===== src/rtl/opnd_bypass_pkg.sv =====
package opnd_bypass_pkg;
   typedef enum logic [1:0] {
      SRC_RF  = 2'd0,
      SRC_EM  = 2'd1,
      SRC_MW  = 2'd2
   } byp_src_e;
endpackage


===== src/rtl/byp_src_pick.sv =====
module byp_src_pick
   import opnd_bypass_pkg::*;
#(
   parameter int REG_ADDR_W     = 5,
   parameter bit ZERO_REG_FIXED = 1'b1
) (
   input  logic [REG_ADDR_W-1:0] src_num,
   input  logic                  em_wr_en,
   input  logic                  em_is_load,
   input  logic [REG_ADDR_W-1:0] em_dst,
   input  logic                  mw_wr_en,
   input  logic [REG_ADDR_W-1:0] mw_dst,
   output byp_src_e              pick
);
   logic src_live;
   logic em_hit;
   logic mw_hit;

   generate
      if (ZERO_REG_FIXED) begin : g_zero_fixed
         assign src_live = (src_num != '0);
      end else begin : g_zero_plain
         assign src_live = 1'b1;
      end
   endgenerate

   assign em_hit = src_live && em_wr_en && !em_is_load && (em_dst == src_num);
   assign mw_hit = src_live && mw_wr_en && (mw_dst == src_num);

   always_comb begin
      if (em_hit)      pick = SRC_EM;
      else if (mw_hit) pick = SRC_MW;
      else             pick = SRC_RF;
   end

   always_comb begin
      // a load's data is never taken from the execute/memory slot
      a_r7_no_load_from_em: assert (!(em_is_load && pick == SRC_EM));
      // no enabled producer means no bypass
      a_r5_no_enable_no_bypass: assert (em_wr_en || mw_wr_en || pick == SRC_RF);
   end
endmodule


===== src/rtl/byp_data_mux.sv =====
module byp_data_mux
   import opnd_bypass_pkg::*;
#(
   parameter int DATA_W = 32
) (
   input  byp_src_e          pick,
   input  logic [DATA_W-1:0] rf_val,
   input  logic [DATA_W-1:0] em_val,
   input  logic [DATA_W-1:0] mw_val,
   output logic [DATA_W-1:0] out_val
);
   always_comb begin
      unique case (pick)
         SRC_EM:  out_val = em_val;
         SRC_MW:  out_val = mw_val;
         default: out_val = rf_val;
      endcase
   end
endmodule


===== src/rtl/opnd_bypass.sv =====
module opnd_bypass
   import opnd_bypass_pkg::*;
#(
   parameter int DATA_W         = 32,
   parameter int REG_ADDR_W     = 5,
   parameter bit ZERO_REG_FIXED = 1'b1
) (
   input  logic [REG_ADDR_W-1:0] ex_src1,
   input  logic [REG_ADDR_W-1:0] ex_src2,
   input  logic [DATA_W-1:0]     ex_src1_rf,
   input  logic [DATA_W-1:0]     ex_src2_rf,
   input  logic [DATA_W-1:0]     ex_imm,
   input  logic [DATA_W-1:0]     ex_npc,
   input  logic                  opa_use_npc,
   input  logic                  opb_use_imm,
   input  logic                  em_wr_en,
   input  logic                  em_is_load,
   input  logic [REG_ADDR_W-1:0] em_dst,
   input  logic [DATA_W-1:0]     em_result,
   input  logic                  mw_wr_en,
   input  logic [REG_ADDR_W-1:0] mw_dst,
   input  logic [DATA_W-1:0]     mw_result,
   output logic [DATA_W-1:0]     alu_a,
   output logic [DATA_W-1:0]     alu_b,
   output logic [DATA_W-1:0]     store_wdata
);
   localparam int NUM_SRC = 2;

   generate
      if (DATA_W < 1) begin : g_bad_data_w
         $error("opnd_bypass: DATA_W must be at least 1");
      end
      if (REG_ADDR_W < 1) begin : g_bad_addr_w
         $error("opnd_bypass: REG_ADDR_W must be at least 1");
      end
   endgenerate

   logic [REG_ADDR_W-1:0] src_num [NUM_SRC];
   logic [DATA_W-1:0]     src_rf  [NUM_SRC];
   logic [DATA_W-1:0]     src_fwd [NUM_SRC];
   byp_src_e              src_pick[NUM_SRC];

   assign src_num[0] = ex_src1;
   assign src_num[1] = ex_src2;
   assign src_rf[0]  = ex_src1_rf;
   assign src_rf[1]  = ex_src2_rf;

   generate
      for (genvar g = 0; g < NUM_SRC; g++) begin : g_src
         byp_src_pick #(
            .REG_ADDR_W    (REG_ADDR_W),
            .ZERO_REG_FIXED(ZERO_REG_FIXED)
         ) pick_i (
            .src_num   (src_num[g]),
            .em_wr_en  (em_wr_en),
            .em_is_load(em_is_load),
            .em_dst    (em_dst),
            .mw_wr_en  (mw_wr_en),
            .mw_dst    (mw_dst),
            .pick      (src_pick[g])
         );
         byp_data_mux #(
            .DATA_W(DATA_W)
         ) mux_i (
            .pick   (src_pick[g]),
            .rf_val (src_rf[g]),
            .em_val (em_result),
            .mw_val (mw_result),
            .out_val(src_fwd[g])
         );
      end
   endgenerate

   assign alu_a       = opa_use_npc ? ex_npc : src_fwd[0];
   assign alu_b       = opb_use_imm ? ex_imm : src_fwd[1];
   assign store_wdata = src_fwd[1];

   always_comb begin
      // store data follows the second forwarded source, same as ALU B when not immediate
      a_r9_store_tracks_b: assert (opb_use_imm || store_wdata == alu_b);
      // next-PC choice reaches ALU A
      a_r8_npc_on_a: assert (!opa_use_npc || alu_a == ex_npc);
      // a non-load execute/memory hit on source 1 wins over everything else
      a_r4_em_priority: assert (opa_use_npc || em_is_load || !em_wr_en ||
                                em_dst != ex_src1 ||
                                (ZERO_REG_FIXED && ex_src1 == '0) ||
                                alu_a == em_result);
   end
endmodule


===== config.mk =====
export PLATFORM = sky130hd
export DESIGN_NAME = opnd_bypass
export DESIGN_NICKNAME = d
export VERILOG_FILES = /design/src/rtl/opnd_bypass_pkg.sv /design/src/rtl/byp_src_pick.sv /design/src/rtl/byp_data_mux.sv /design/src/rtl/opnd_bypass.sv
export SDC_FILE = /design/constraint.sdc
export NUM_CORES = 1
export LEC_CHECK = 0
export BUFFER_PORTS_ARGS = -buffer_cell sky130_fd_sc_hd__buf_2
export CORE_AREA = 3 3 121 123
export DETAILED_ROUTE_END_ITERATION = 16
export DIE_AREA = 0 0 124 126
export PLACE_DENSITY = 0.65
export SETUP_SLACK_MARGIN = 0.5
export SYNTH_ARGS = -nofsm -noshare
export SYNTH_HDL_FRONTEND = slang
export SYNTH_SLANG_ARGS = --single-unit

===== constraint.sdc =====
create_clock -name vclk -period 3.3
set_clock_uncertainty 0.1 [all_clocks]
set_input_delay 0 -clock vclk [all_inputs]
set_output_delay 0 -clock vclk [all_outputs]
set_load 0.03 [all_outputs]

# Word-level counts from Yosys, hierarchy flattened
# Index checks and enable logic that the tools add are counted.
# totals
reg_bits,0
in_bits,217
output_inout_bits,96
elab_cells,29
# classes
eq_ne,8
muxes,8
n_reduce_logical,13
# ops
op,count
$pmux W32 S2,2
$mux W32,2
$eq A5 B5 Y1,4
$logic_and A1 B1 Y1,10
$reduce_bool A5 Y1,2
$mux W2,4
$eq A2 B1 Y1 const B,2
$eq A2 B2 Y1 const B,2
$logic_not A1 Y1,1

# Logic depth before layout (Yosys ltp)
# logic_depth
depth_word,8
depth_mapped,8
ltp_nobuf,5

# By module
# A second synthesis with hierarchy kept.
# hier_totals
hier_cells,336
area_unflattened_um2,2672.6
# by_module_without_submodules
module,n_inst,cells_per_inst,area_per_inst_um2,seq_area_each_um2
byp_data_mux,2,113,636.9,0.0
opnd_bypass,1,72,1088.5,0.0
byp_src_pick,2,19,155.1,0.0

# Worst setup path after synthesis
# Ideal clock, no wire load.
# synth_timing
kind,input port to output port
from,input port ex_src1[0]
to,output port alu_a[10]
arrival_time_ns,1.952
required_time_ns,3.200
setup_slack_ns,1.248
cell_stages,6
path_buffers,1
path_cell_list,or4_1 nor2_1 nor3_2 buf_2 mux2i_1 a222oi_1
# synth_via
elab_chain_len,8
elab_cells_between_ends,14
cone_classes,eq/ne (4); mux (4); reduce/logical (6)
# synth_lines
item,line,source
from (decl),opnd_bypass.sv:8,"input logic [REG_ADDR_W-1:0] ex_src1,"
$reduce_bool A5 Y1,byp_src_pick.sv:21,assign src_live = (src_num != '0);
"$logic_and A1 B1 Y1, on equally long branches (2 in a row)","byp_src_pick.sv:28, byp_src_pick.sv:27",
$mux W2 / $logic_and A1 B1 Y1 (equally long branches),"byp_src_pick.sv:32, byp_src_pick.sv:27",
$mux W2 *,byp_src_pick.sv:31,if (em_hit) pick = SRC_EM;
$eq A2 B2 Y1 / $eq A2 B1 Y1 (equally long branches),byp_data_mux.sv:13,unique case (pick)
$pmux W32 S2 *,byp_data_mux.sv:13,
$mux W32 *,opnd_bypass.sv:74,assign alu_a = opa_use_npc ? ex_npc : src_fwd[0];
to (decl),opnd_bypass.sv:23,"output logic [DATA_W-1:0] alu_a,"
# Mark *: on every way between the ends. The rest lies on a longest branch, timed or not.

# Final worst setup path
# layout_timing
from,input port ex_src1[0]
to,output port alu_a[15]
# The elaborated chain is that of the path after synthesis.

==> results.tsv <==
metric	value	unit
status	completed	
synth_warnings	0	
antenna_left	0	
routed_via_density	5.31	
min_period	2.37	ns
fmax	421	MHz
dp_slack	0.935	ns
crit_required	3.20	ns
syn_area	2980	sq um
wl_per_cell	19.4	um
whs	0.254	ns
fin_util	33.8	%
nClkBuffers	0	
drive_gt1_share	57.6	%
insertedDiodeCount	0	
worst_slack	0.926	ns
cp_max_fo	18	
hold_class	primary input to primary output	
seq_cells	0	
rsz0062_at_grt	false	
worst-slew-pin-transition	1.15	ns
nNetsFinal	907	
fin_setup_tns	0	ns
layout_commonest_cell	buf_2	
first_iter_violations	329	
gr-total-overflow	0	
io_buffers	313	
min_period_over_period	71.9	%
vias	4611	
post_cts_buffers	0	
max_slew_margin	23.2	%
irDropWorstVdd	0.101	mV
critPathSlowestCell	or4_1	
end_kind	primary output	
crit_type	primary input to primary output	
routed_wl	16.8	mm
synthCells	414	
yosysUniqueCellTypes	29	
first_pass_iters	8	
gp_congestion	0.819	
drcViolationCount	0	
n_fill_cell	1558	
synth_area_per_cell	7.20	sq um
grtUsageTotal	19.7	%
start_kind	primary input	
yosysSeqAreaShare	0	%
placed_cell_area	4650	sq um
start_util	21.6	%
ctsHoldBuffers	0	
grt_pass1_wl	24.5	mm
grt_pass1_vias	4611	
die_h	126	um
grt_max_degree	60	
slew_viol_final	0	
fp.dieW	124	um
critical_path.cell_chain	buf_2, or4_1, nor2_1, or4_1, nor2b_4, buf_4, a222oi_1, buf_2	
max_stage_delay	0.51	ns
ios	313	
power_leakage	0.00229	uW
power.density	166	nW/um^2
final_cell_mix	313 x buf_2, 64 x inv_1, 32 x and3_1, 32 x mux2i_1, 32 x a222oi_1	
synth_nets	631	
ff_latch_area	0	sq um
max-cap-violations	0	
die_area	15600	sq um
area_growth	56.1	%
rows	43	
post_cts_resize_count	0	
grt_antenna_before_repair	0	
cp.arrival	2.27	ns
final_cell_area	4650	sq um
setup_viol	0	
coreArea	13800	sq um
hold_viol_final	0	
hpwl	12.8	mm
[critical path, delay by kind of cell]
kind / cells / cell delay, ns
AND/OR/NAND/NOR: 4 / 1.45
buffers and inverters: 3 / 0.68
AO/OA/AOI/OAI: 1 / 0.13
[area by class of cell]
cell class / instances / area (sq um) / area share, %
Multi-Input combinational cell: 299 / 2520 / 54.1
Timing Repair Buffer: 325 / 1670 / 35.9
Inverter: 64 / 240 / 5.16
Tap cell: 180 / 225 / 4.84
[logic make-up (layout without fill, tap and decap cells)]
| kind of cell | after synthesis | after routing | share of synthesized area [%] |
|---|---|---|---|
| AO/OA/AOI/OAI | 96 | 96 | 33.0 |
| AND/OR/NAND/NOR | 123 | 123 | 23.2 |
| buffers and inverters | 115 | 389 | 16.7 |
| multiplexers | 60 | 60 | 21.3 |
| XOR/XNOR | 20 | 20 | 5.88 |
[power by group]
group          internal, uW  switching [uW]
Clock                     0               0
Sequential                0               0
Combinational           291             480
[per-layer routing]
| layer | vias to the layer above | wire, um | GRT usage, % |
|---|---|---|---|
| met5 | - | 0 | 0 |
| met4 | 0 | 348 | 5.35 |
| met3 | 26 | 1840 | 2.02 |
| met2 | 318 | 8350 | 36.2 |
| met1 | 2123 | 6290 | 24.1 |
| li1 | 2144 | - | - |
[worst paths after layout]
path                        end  depth (start not counted)       start
worst min-delay path   alu_b[9]                          4   ex_imm[9]
worst max-delay path  alu_a[15]                          8  ex_src1[0]
[synth_stat cells (all sizes together)]
library cell | n | area [sq um]
inv | 64 | 240
a222oi | 32 | 320
and3 | 32 | 200
mux2i | 32 | 320
o31ai | 32 | 290
clkbuf | 30 | 113
a31oi | 28 | 338
mux2 | 28 | 315
nand3 | 28 | 140
nor4 | 28 | 175
buf | 21 | 144
xnor2 | 18 | 158
nor2 | 12 | 45.0
nand2 | 8 | 30.0
a221oi | 4 | 35.0
nand4 | 4 | 25.0
nor3 | 3 | 20.0
nor2b | 2 | 12.5
or3 | 2 | 12.5
or4 | 2 | 15.0
xor2 | 2 | 17.5
and2 | 1 | 6.26
and4 | 1 | 8.76
[stage by stage]
step           cells  total power (uW)
2_1_floorplan    414               462
3_3_place_gp     868               765
3_5_place_dp     868               769
4_1_cts          868               771
5_1_grt          868               825
6_report         868               771
Power figures use the tool's default switching activity.
